**src/rtl/psd_pkg.sv**
```systemverilog
// Shared constants and types for the pulse-swallow divider.
// Assumes the external prescaler offers exactly two moduli that differ by one.
package psd_pkg;

    parameter int unsigned PSD_MAIN_W_DEF   = 11;
    parameter int unsigned PSD_SWAL_W_DEF   = 6;
    parameter int unsigned PSD_MAIN_MIN_DEF = 5;

    // Modulus request encoding seen by the prescaler.
    typedef enum logic {
        MOD_64 = 1'b0,
        MOD_65 = 1'b1
    } psd_mod_e;

endpackage

```
**src/rtl/psd_cfg_guard.sv**
```systemverilog
// Setting guard: checks the main and swallow counts against the legal range.
// It produces the values the counters actually load.
// A main count below MAIN_MIN is raised to MAIN_MIN.
// Any illegal setting runs with a swallow count of zero.
// Assumes MAIN_W > SWAL_W. Purely combinational.
module psd_cfg_guard #(
    parameter int unsigned MAIN_W   = 11,
    parameter int unsigned SWAL_W   = 6,
    parameter int unsigned MAIN_MIN = 5
) (
    input  logic [MAIN_W-1:0] main_i,
    input  logic [SWAL_W-1:0] swal_i,
    output logic [MAIN_W-1:0] main_eff_o,
    output logic [SWAL_W-1:0] swal_eff_o,
    output logic              bad_o
);

    localparam logic [MAIN_W-1:0] MainFloor = MAIN_W'(MAIN_MIN);

    logic [MAIN_W-1:0] swal_ext;
    logic              main_low;
    logic              swal_high;

    // Range classification of the incoming setting.
    always_comb begin
        swal_ext  = MAIN_W'(swal_i);
        main_low  = (main_i < MainFloor);
        swal_high = (swal_ext >= main_i);
        bad_o     = main_low | swal_high;
    end

    // Fallback values that keep the counters cycling.
    always_comb begin
        main_eff_o = main_low ? MainFloor : main_i;
        swal_eff_o = bad_o ? '0 : swal_i;
    end

endmodule

```
**src/rtl/psd_main_ctr.sv**
```systemverilog
// Main down-counter: spans M prescaler periods per output cycle.
// When it reaches zero it reloads load_i - 1 and flags expiry.
// Assumes load_i is never below MAIN_MIN, which the setting guard ensures.
module psd_main_ctr #(
    parameter int unsigned MAIN_W   = 11,
    parameter int unsigned MAIN_MIN = 5
) (
    input  logic              clk_i,
    input  logic              rst_ni,
    input  logic              hold_i,
    input  logic [MAIN_W-1:0] load_i,
    output logic              expire_o,
    output logic [MAIN_W-1:0] count_o
);

    localparam logic [MAIN_W-1:0] One = MAIN_W'(1);

    logic [MAIN_W-1:0] cnt_q;

    // Count down; reload on expiry; clear under reset or power-down.
    always_ff @(posedge clk_i) begin
        if (!rst_ni || hold_i) begin
            cnt_q <= '0;
        end else if (cnt_q == '0) begin
            cnt_q <= load_i - One;
        end else begin
            cnt_q <= cnt_q - One;
        end
    end

    assign expire_o = (cnt_q == '0);
    assign count_o  = cnt_q;

    // between reloads the counter steps down by one per prescaler period.
    a_r1_main_step: assert property (@(posedge clk_i) disable iff (!rst_ni)
        (!hold_i && !expire_o) |=> (count_o == $past(count_o) - One));

    // a reload never starts a cycle shorter than the minimum main count.
    a_r7_reload_floor: assert property (@(posedge clk_i) disable iff (!rst_ni)
        (!hold_i && expire_o) |=> (count_o >= MAIN_W'(MAIN_MIN - 1)));

endmodule

```
**src/rtl/psd_swal_ctr.sv**
```systemverilog
// Swallow down-counter: loads S at each reload and counts to zero.
// While it is nonzero the prescaler is asked for the larger modulus.
// Assumes reload_i is the main counter's expiry flag.
module psd_swal_ctr #(
    parameter int unsigned SWAL_W = 6
) (
    input  logic              clk_i,
    input  logic              rst_ni,
    input  logic              hold_i,
    input  logic              reload_i,
    input  logic [SWAL_W-1:0] load_i,
    output logic              active_o,
    output logic [SWAL_W-1:0] count_o
);

    localparam logic [SWAL_W-1:0] One = SWAL_W'(1);

    logic [SWAL_W-1:0] cnt_q;

    // Load at reload, count down to zero and stay there.
    always_ff @(posedge clk_i) begin
        if (!rst_ni || hold_i) begin
            cnt_q <= '0;
        end else if (reload_i) begin
            cnt_q <= load_i;
        end else if (cnt_q != '0) begin
            cnt_q <= cnt_q - One;
        end
    end

    assign active_o = (cnt_q != '0);
    assign count_o  = cnt_q;

    // the swallow phase shortens by one period per edge.
    a_r2_swal_step: assert property (@(posedge clk_i) disable iff (!rst_ni)
        (!hold_i && !reload_i && active_o) |=> (count_o == $past(count_o) - One));

    // once the swallow phase ends it stays ended until the next reload.
    a_r2_swal_done: assert property (@(posedge clk_i) disable iff (!rst_ni)
        (!hold_i && !reload_i && !active_o) |=> !active_o);

endmodule

```
**src/rtl/swallow_fb_div.sv**
```systemverilog
// Pulse-swallow feedback divider top.
// Runs on the prescaler output clock. It steers a 64/65 prescaler so that
// each output cycle lasts 64*M + S prescaler-input cycles.
// Settings are taken only at reload, and illegal ones are flagged and
// replaced by a safe fallback.
// Assumes main_cnt_i and swal_cnt_i are stable around the reload edge.
module swallow_fb_div
    import psd_pkg::*;
#(
    parameter int unsigned MAIN_W   = PSD_MAIN_W_DEF,
    parameter int unsigned SWAL_W   = PSD_SWAL_W_DEF,
    parameter int unsigned MAIN_MIN = PSD_MAIN_MIN_DEF
) (
    input  logic              clk_i,
    input  logic              rst_ni,
    input  logic              pwr_dn_i,
    input  logic [MAIN_W-1:0] main_cnt_i,
    input  logic [SWAL_W-1:0] swal_cnt_i,
    output logic              mod_sel_o,
    output logic              div_pulse_o,
    output logic              cfg_err_o
);

    logic [MAIN_W-1:0] main_eff;
    logic [SWAL_W-1:0] swal_eff;
    logic              cfg_bad;
    logic              main_exp;
    logic [MAIN_W-1:0] main_cnt;
    logic              swal_act;
    logic [SWAL_W-1:0] swal_cnt;
    logic              div_q;
    logic              err_q;
    psd_mod_e          mod_req;

    psd_cfg_guard #(
        .MAIN_W   (MAIN_W),
        .SWAL_W   (SWAL_W),
        .MAIN_MIN (MAIN_MIN)
    ) u_guard (
        .main_i     (main_cnt_i),
        .swal_i     (swal_cnt_i),
        .main_eff_o (main_eff),
        .swal_eff_o (swal_eff),
        .bad_o      (cfg_bad)
    );

    psd_main_ctr #(
        .MAIN_W   (MAIN_W),
        .MAIN_MIN (MAIN_MIN)
    ) u_main (
        .clk_i    (clk_i),
        .rst_ni   (rst_ni),
        .hold_i   (pwr_dn_i),
        .load_i   (main_eff),
        .expire_o (main_exp),
        .count_o  (main_cnt)
    );

    psd_swal_ctr #(
        .SWAL_W (SWAL_W)
    ) u_swal (
        .clk_i    (clk_i),
        .rst_ni   (rst_ni),
        .hold_i   (pwr_dn_i),
        .reload_i (main_exp),
        .load_i   (swal_eff),
        .active_o (swal_act),
        .count_o  (swal_cnt)
    );

    // Output pulse and error flag, both captured at the reload edge.
    always_ff @(posedge clk_i) begin
        if (!rst_ni || pwr_dn_i) begin
            div_q <= 1'b0;
            err_q <= 1'b0;
        end else begin
            div_q <= main_exp;
            if (main_exp) begin
                err_q <= cfg_bad;
            end
        end
    end

    // Modulus request follows the swallow phase.
    always_comb begin
        mod_req = swal_act ? MOD_65 : MOD_64;
    end

    assign mod_sel_o   = mod_req;
    assign div_pulse_o = div_q;
    assign cfg_err_o   = err_q;

    // the output pulse never lasts two cycles.
    a_r3_pulse_single: assert property (@(posedge clk_i) disable iff (!rst_ni)
        div_pulse_o |=> !div_pulse_o);

    // power-down silences every output in the next cycle.
    a_r5_pd_quiet: assert property (@(posedge clk_i) disable iff (!rst_ni)
        pwr_dn_i |=> (!div_pulse_o && !mod_sel_o && !cfg_err_o));

    // the swallow counter never runs past the main counter.
    a_r8_swal_within_main: assert property (@(posedge clk_i) disable iff (!rst_ni)
        (MAIN_W'(swal_cnt) <= main_cnt));

    // at expiry the prescaler is already back on the smaller modulus.
    a_r2_mod_low_at_expiry: assert property (@(posedge clk_i) disable iff (!rst_ni)
        main_exp |-> !mod_sel_o);

    // the error flag only moves at a reload edge.
    a_r9_err_stable: assert property (@(posedge clk_i) disable iff (!rst_ni)
        (!main_exp && !pwr_dn_i) |=> $stable(cfg_err_o));

endmodule

```
**config.mk**
```make
export PLATFORM = sky130hd
export DESIGN_NAME = swallow_fb_div
export DESIGN_NICKNAME = d
export VERILOG_FILES = /design/src/rtl/psd_pkg.sv /design/src/rtl/psd_cfg_guard.sv /design/src/rtl/psd_main_ctr.sv /design/src/rtl/psd_swal_ctr.sv /design/src/rtl/swallow_fb_div.sv
export SDC_FILE = /design/constraint.sdc
export NUM_CORES = 1
export LEC_CHECK = 0
export ABC_AREA = 1
export BUFFER_PORTS_ARGS = -buffer_cell sky130_fd_sc_hd__buf_2
export CAP_MARGIN = 20
export CORE_ASPECT_RATIO = 0.8
export CORE_MARGIN = 10
export CORE_UTILIZATION = 50
export CTS_CLUSTER_DIAMETER = 100
export CTS_CLUSTER_SIZE = 20
export DETAILED_ROUTE_END_ITERATION = 7
export GPL_TIMING_DRIVEN = 0
export MAX_ROUTING_LAYER = met4
export PLACE_DENSITY = 0.79
export SYNTH_ARGS = -nofsm -noshare
export SYNTH_HDL_FRONTEND = slang
export SYNTH_SLANG_ARGS = --single-unit
```
**constraint.sdc**
```tcl
create_clock -name clk_i -period 1.6 [get_ports clk_i]
set_input_delay 0.16 -clock clk_i [delete_from_list [all_inputs] [get_ports clk_i]]
set_output_delay 0.16 -clock clk_i [all_outputs]
set_load 0.03 [all_outputs]
```
* After elaboration in Yosys (flattened, before gate mapping)
Cells that the tools add are included.
Cells by class: magnitude comparators 2, add/sub/neg operators 3, mux-type cells 6, bitwise gates (word level) 1, reductions and logical operators 5
Operators with widths (number):
- two-way mux 11 bit | 2
- subtractor 11 x 1 -> 11 bit (second input constant) | 2
- two-way mux 6 bit | 3
- greater-or-equal comparator 6 x 11 -> 1 bit | 1
- zero test 11 bit | 1
- < comparator 11 x 3 -> 1 bit (second input constant) | 1
- nonzero test 6 bit | 1
- subtractor 6 x 1 -> 6 bit (second input constant) | 1
- nonzero test 2 bit | 1
- zero test 1 bit | 1
- logical OR 1 bit | 1
- two-way mux 1 bit | 1
- bitwise OR 1 bit | 1
Storage, ports and cells: word-level logic and storage cells 21, register bits 19, output and inout port bits 3, bits of input ports 20

* Depth between registers and ports, before layout
depth after elaboration 4, depth in mapped cells 16, gate-level depth less buffers 16

* Modules after synthesis
Synthesis repeated with hierarchy kept, for this count alone.
Unflattened totals: cells, all modules 262, area, all modules 1627.8 um^2
Modules (own cells, without submodules):
- psd_main_ctr | seq. area each 220.2 um^2, times used 1, cells each 116, area each 726.9 um^2
- psd_cfg_guard | seq. area each 0.0 um^2, times used 1, cells each 74, area each 424.2 um^2
- psd_swal_ctr | seq. area each 120.1 um^2, times used 1, cells each 60, area each 396.6 um^2
- swallow_fb_div | seq. area each 40.0 um^2, times used 1, cells each 12, area each 80.1 um^2

* Least setup slack after synthesis
OpenSTA, ideal clock, no wires.
kind register to register, start point register u_main.cnt_q[0] (netlist: u_main.count_o[0]), end point register u_main.cnt_q[10] (netlist: u_main.count_o[10]), setup time 113 ps, path slack -177 ps, arrival time 1664 ps, stages on the path, launching flop included 17, path through dfxtp_1 nor2_2 nand3_2 nor2_4 buf_6 nand3_1 nand2_1 inv_1 ha_1 inv_1 nor2_1 nand2_1 nor2_1 nand2_1 nand2_1 nand2_1 nor2_1
On the way: cells in the longest elaborated chain, start to end 2
Ends and longest elaborated chain:
- start: declaration | RTL line psd_main_ctr.sv:18 | logic [MAIN_W-1:0] cnt_q;
- start signal: assignment | RTL line psd_main_ctr.sv:25 | cnt_q <= load_i - One;
- start signal: assignment | RTL line psd_main_ctr.sv:27 | cnt_q <= cnt_q - One;
- subtractor 11 x 1 -> 11 bit / zero test 11 bit (equally long branches) | RTL line psd_main_ctr.sv:27, psd_main_ctr.sv:24
- two-way mux 11 bit * | RTL line psd_main_ctr.sv:24 | end else if (cnt_q == '0) begin
Every way passes the cells marked *; elsewhere a longest branch is shown, timed or not. A chain may end at the register's enable or synchronous reset.

* Worst setup path after layout
start point register u_main.cnt_q[0] (netlist: u_main.count_o[0]), end point register u_main.cnt_q[5] (netlist: u_main.count_o[5])
The elaborated chain is that of the path after synthesis.

==> out/results.txt <==
Status: complete, but fails checks
Failing checks: negative setup slack
Number of flops mapped to enable cells by yosys: 0
Buf/Inv on CP: 5
Tmin final: 1801 ps
Dpl hpwl: 2803 um
Antenna diode count: 0
Syn_area_per_cell: 6.109 sq um
CTS Buf Count: 3
Final core occ: 0.7927
Worst Skew: 5.211 ps
CTS sink count: 19
First-pass DRT Iterations: 4
Gr usage total: 0.1673
Post-synth top area share: 0.2804
Global-route wire length before repair: 6789 um
DRT iter0 DRCs: 151
CP Launch Type: flop
Pre-CTS setup slack: -383.1 ps
Sequential share of the synthesized area: 0.2804
CTS H-tree depth: 1
Most frequent cell after synthesis: nand2_1
Critical Path AT: 2050 ps
Final Slew Violations: 0
# IOs: 23
Final WS setup: -201.3 ps
Slew headroom: 0.6684
Worst-path clk slew: 120 ps
Core area: 2522 sq um
Final setup fails: 15
Measured slew at the worst slew-check pin: 492.9 ps
GPL Wtd Cong: 0.9372
Port bufs: 22
Initial core utilization: 0.5377
P&R area growth vs syn: 47.42%
Maximum fanout along the worst path: 3
Clk_lat worst skew: 320 ps
Largest net degree at the start of global routing: 11
Largest delay contributor family on the critical path: buffers and inverters
Clock buffer depth: 2
Root Buffer: clkbuf_4
Die Span X: 78.23 um
DR vias/cell: 5.314
Worst path cell trace: nor2_4, buf_4, buf_6, inv_1, nor2_2, nand2_2, buf_4, o21ai_4, buf_6, nor2_2, nand3_2, o21ai_1, a21oi_1
Area after DPL: 1543 sq um
CP peak stage delay: 370 ps
Post-route ant nets: 0
Routed wire per std cell: 15.35 um
Synth cell count leaders: 47 x nand2_1, 41 x inv_1, 39 x nor2_1
Vias in the first global route: 1454
Synth top area cells: dfxtp_1 28%, nand2_1 13%, inv_1 11%
Unrepaired setup endpoints after global routing: true
CTS tree: done
CP Data Required Time: 1840 ps
Syn Nets: 250
Row cnt: 16
Max frequency: 0.5552 GHz
Crit-path slowest cell: dfxtp_4
Max-capacitance violation count: 0
Setup CP Type: reg -> reg
Fraction of layout cells with a size suffix above 1: 0.4519
YS warnings: 0
Tcrit/Tclk final: 1.126
Remaining DRCs: 0
Total Nets Final: 299
Synth async-reset ratio: 0
Unique cell type count in the Yosys netlist: 23
Routed WL: 4696 um
CP endpoint kind: flop
Worst min-delay path class: in -> reg
Final hold violation count: 0
Prevailing post-synth register cell: dfxtp_1
Die Area: 5209 sq um
Final Cell Area: 1999 sq um
Post-Syn Instances: 222
Initial antenna violation count: 0
Chip height: 66.59 um
Post-Syn Area: 1356 sq um
Synth Register Bits: 19
Gr ovfl total: 0
Vias: 1626
Post-synth top area cell: dfxtp_1
## cell families (layout without fill, tap and decap cells)
logic type      after synthesis  after routing  share of synthesized area
simple gates                114            114                     0.3745
fa+ha+maj                     8              8                    0.07380
buf+inv                      44             92                     0.1273
compound gates               36             36                     0.1375
flops                        19             19                     0.2804
xor+xnor                      1              1                   0.006459
## placed cells by master, fill, tap and decap left out, types with 2 or more instances in the layout
cell,count
nor2_4,10
inv_1,34
nand2_2,9
clkbuf_4,3
dfxtp_2,10
nand3_1,3
nor2_1,26
o21ai_0,12
a21oi_2,8
dfxtp_1,7
nand3_2,4
nor3_4,2
buf_6,3
ha_4,2
ha_1,6
inv_2,8
dfxtp_4,2
nor3_1,2
buf_4,19
nor2_2,8
nand2_4,5
a21oi_1,10
buf_2,21
nand4_1,4
nand2_1,38
o21ai_1,2
o21ai_4,2
buf_8,2
## sequential cells by signal (all words and copies together) (netlist names)
name and flops:
cfg_err_o 1, u_main.count_o 11, div_pulse_o 1, u_swal.count_o 6
## worst paths after layout
kind / startpoint / to / slack, ps / cells past startpoint
min reg2reg: cfg_err_o$_SDFFE_PP0N_ / cfg_err_o$_SDFFE_PP0N_ / 560 / 2
min: swal_cnt_i[0] / u_swal.count_o[0]$_SDFFE_PP0P_ / 80 / 3
max: u_main.count_o[0]$_SDFF_PP0_ / u_main.count_o[5]$_SDFF_PP0_ / -200 / 13
max reg2reg: u_main.count_o[0]$_SDFF_PP0_ / u_main.count_o[5]$_SDFF_PP0_ / -200 / 13
## what timing repair did
| action | CTS | global route |
|---|---|---|
| gates resized for setup | 39 | 39 |
| gates cloned | 0 | 0 |
| hold buffers | 0 | 0 |
| pin swaps | 17 | 22 |
| setup endpoints to repair | 17 | 17 |
| setup buffers | 13 | 9 |
## routing by layer
metal  GRT usage  up-vias  wire length, um
li1            -      789                -
met1      0.2152      731             2042
met2      0.2490       85             2021
met3     0.04826       21              472
met4     0.04688        0              160
met5           -        -                0
## worst register-to-register path, delay by kind of cell (launching register included)
family / cells / cell delay [ps]
buf+inv: 5 / 510
simple gates: 5 / 440
compound gates: 3 / 400
flops: 1 / 370
## per-stage QoR
step	instances	setup TNS (ps)	hold slack (ps)
2_1_floorplan	222	-288.4	300.4
3_3_place_gp	280	-1930	424.9
3_5_place_dp	280	-2040	432.6
4_1_cts	297	-785.6	85.77
5_1_grt	306	-3818	95.74
6_report	306	-2198	84.44
## area by class of cell
type,count,area [sq um]
Inverter,43,163.9
Sequential cell,19,400.4
Clock buffer,4,26.28
Multi-Input combinational cell,159,1052
Timing Repair Buffer,44,296.5
Buffer,1,15.01
Tap cell,36,45.04
Fill cell,190,523.0
Power is not shown: default switching activity piles up to over one toggle a cycle in this logic, so the estimate is an artifact.
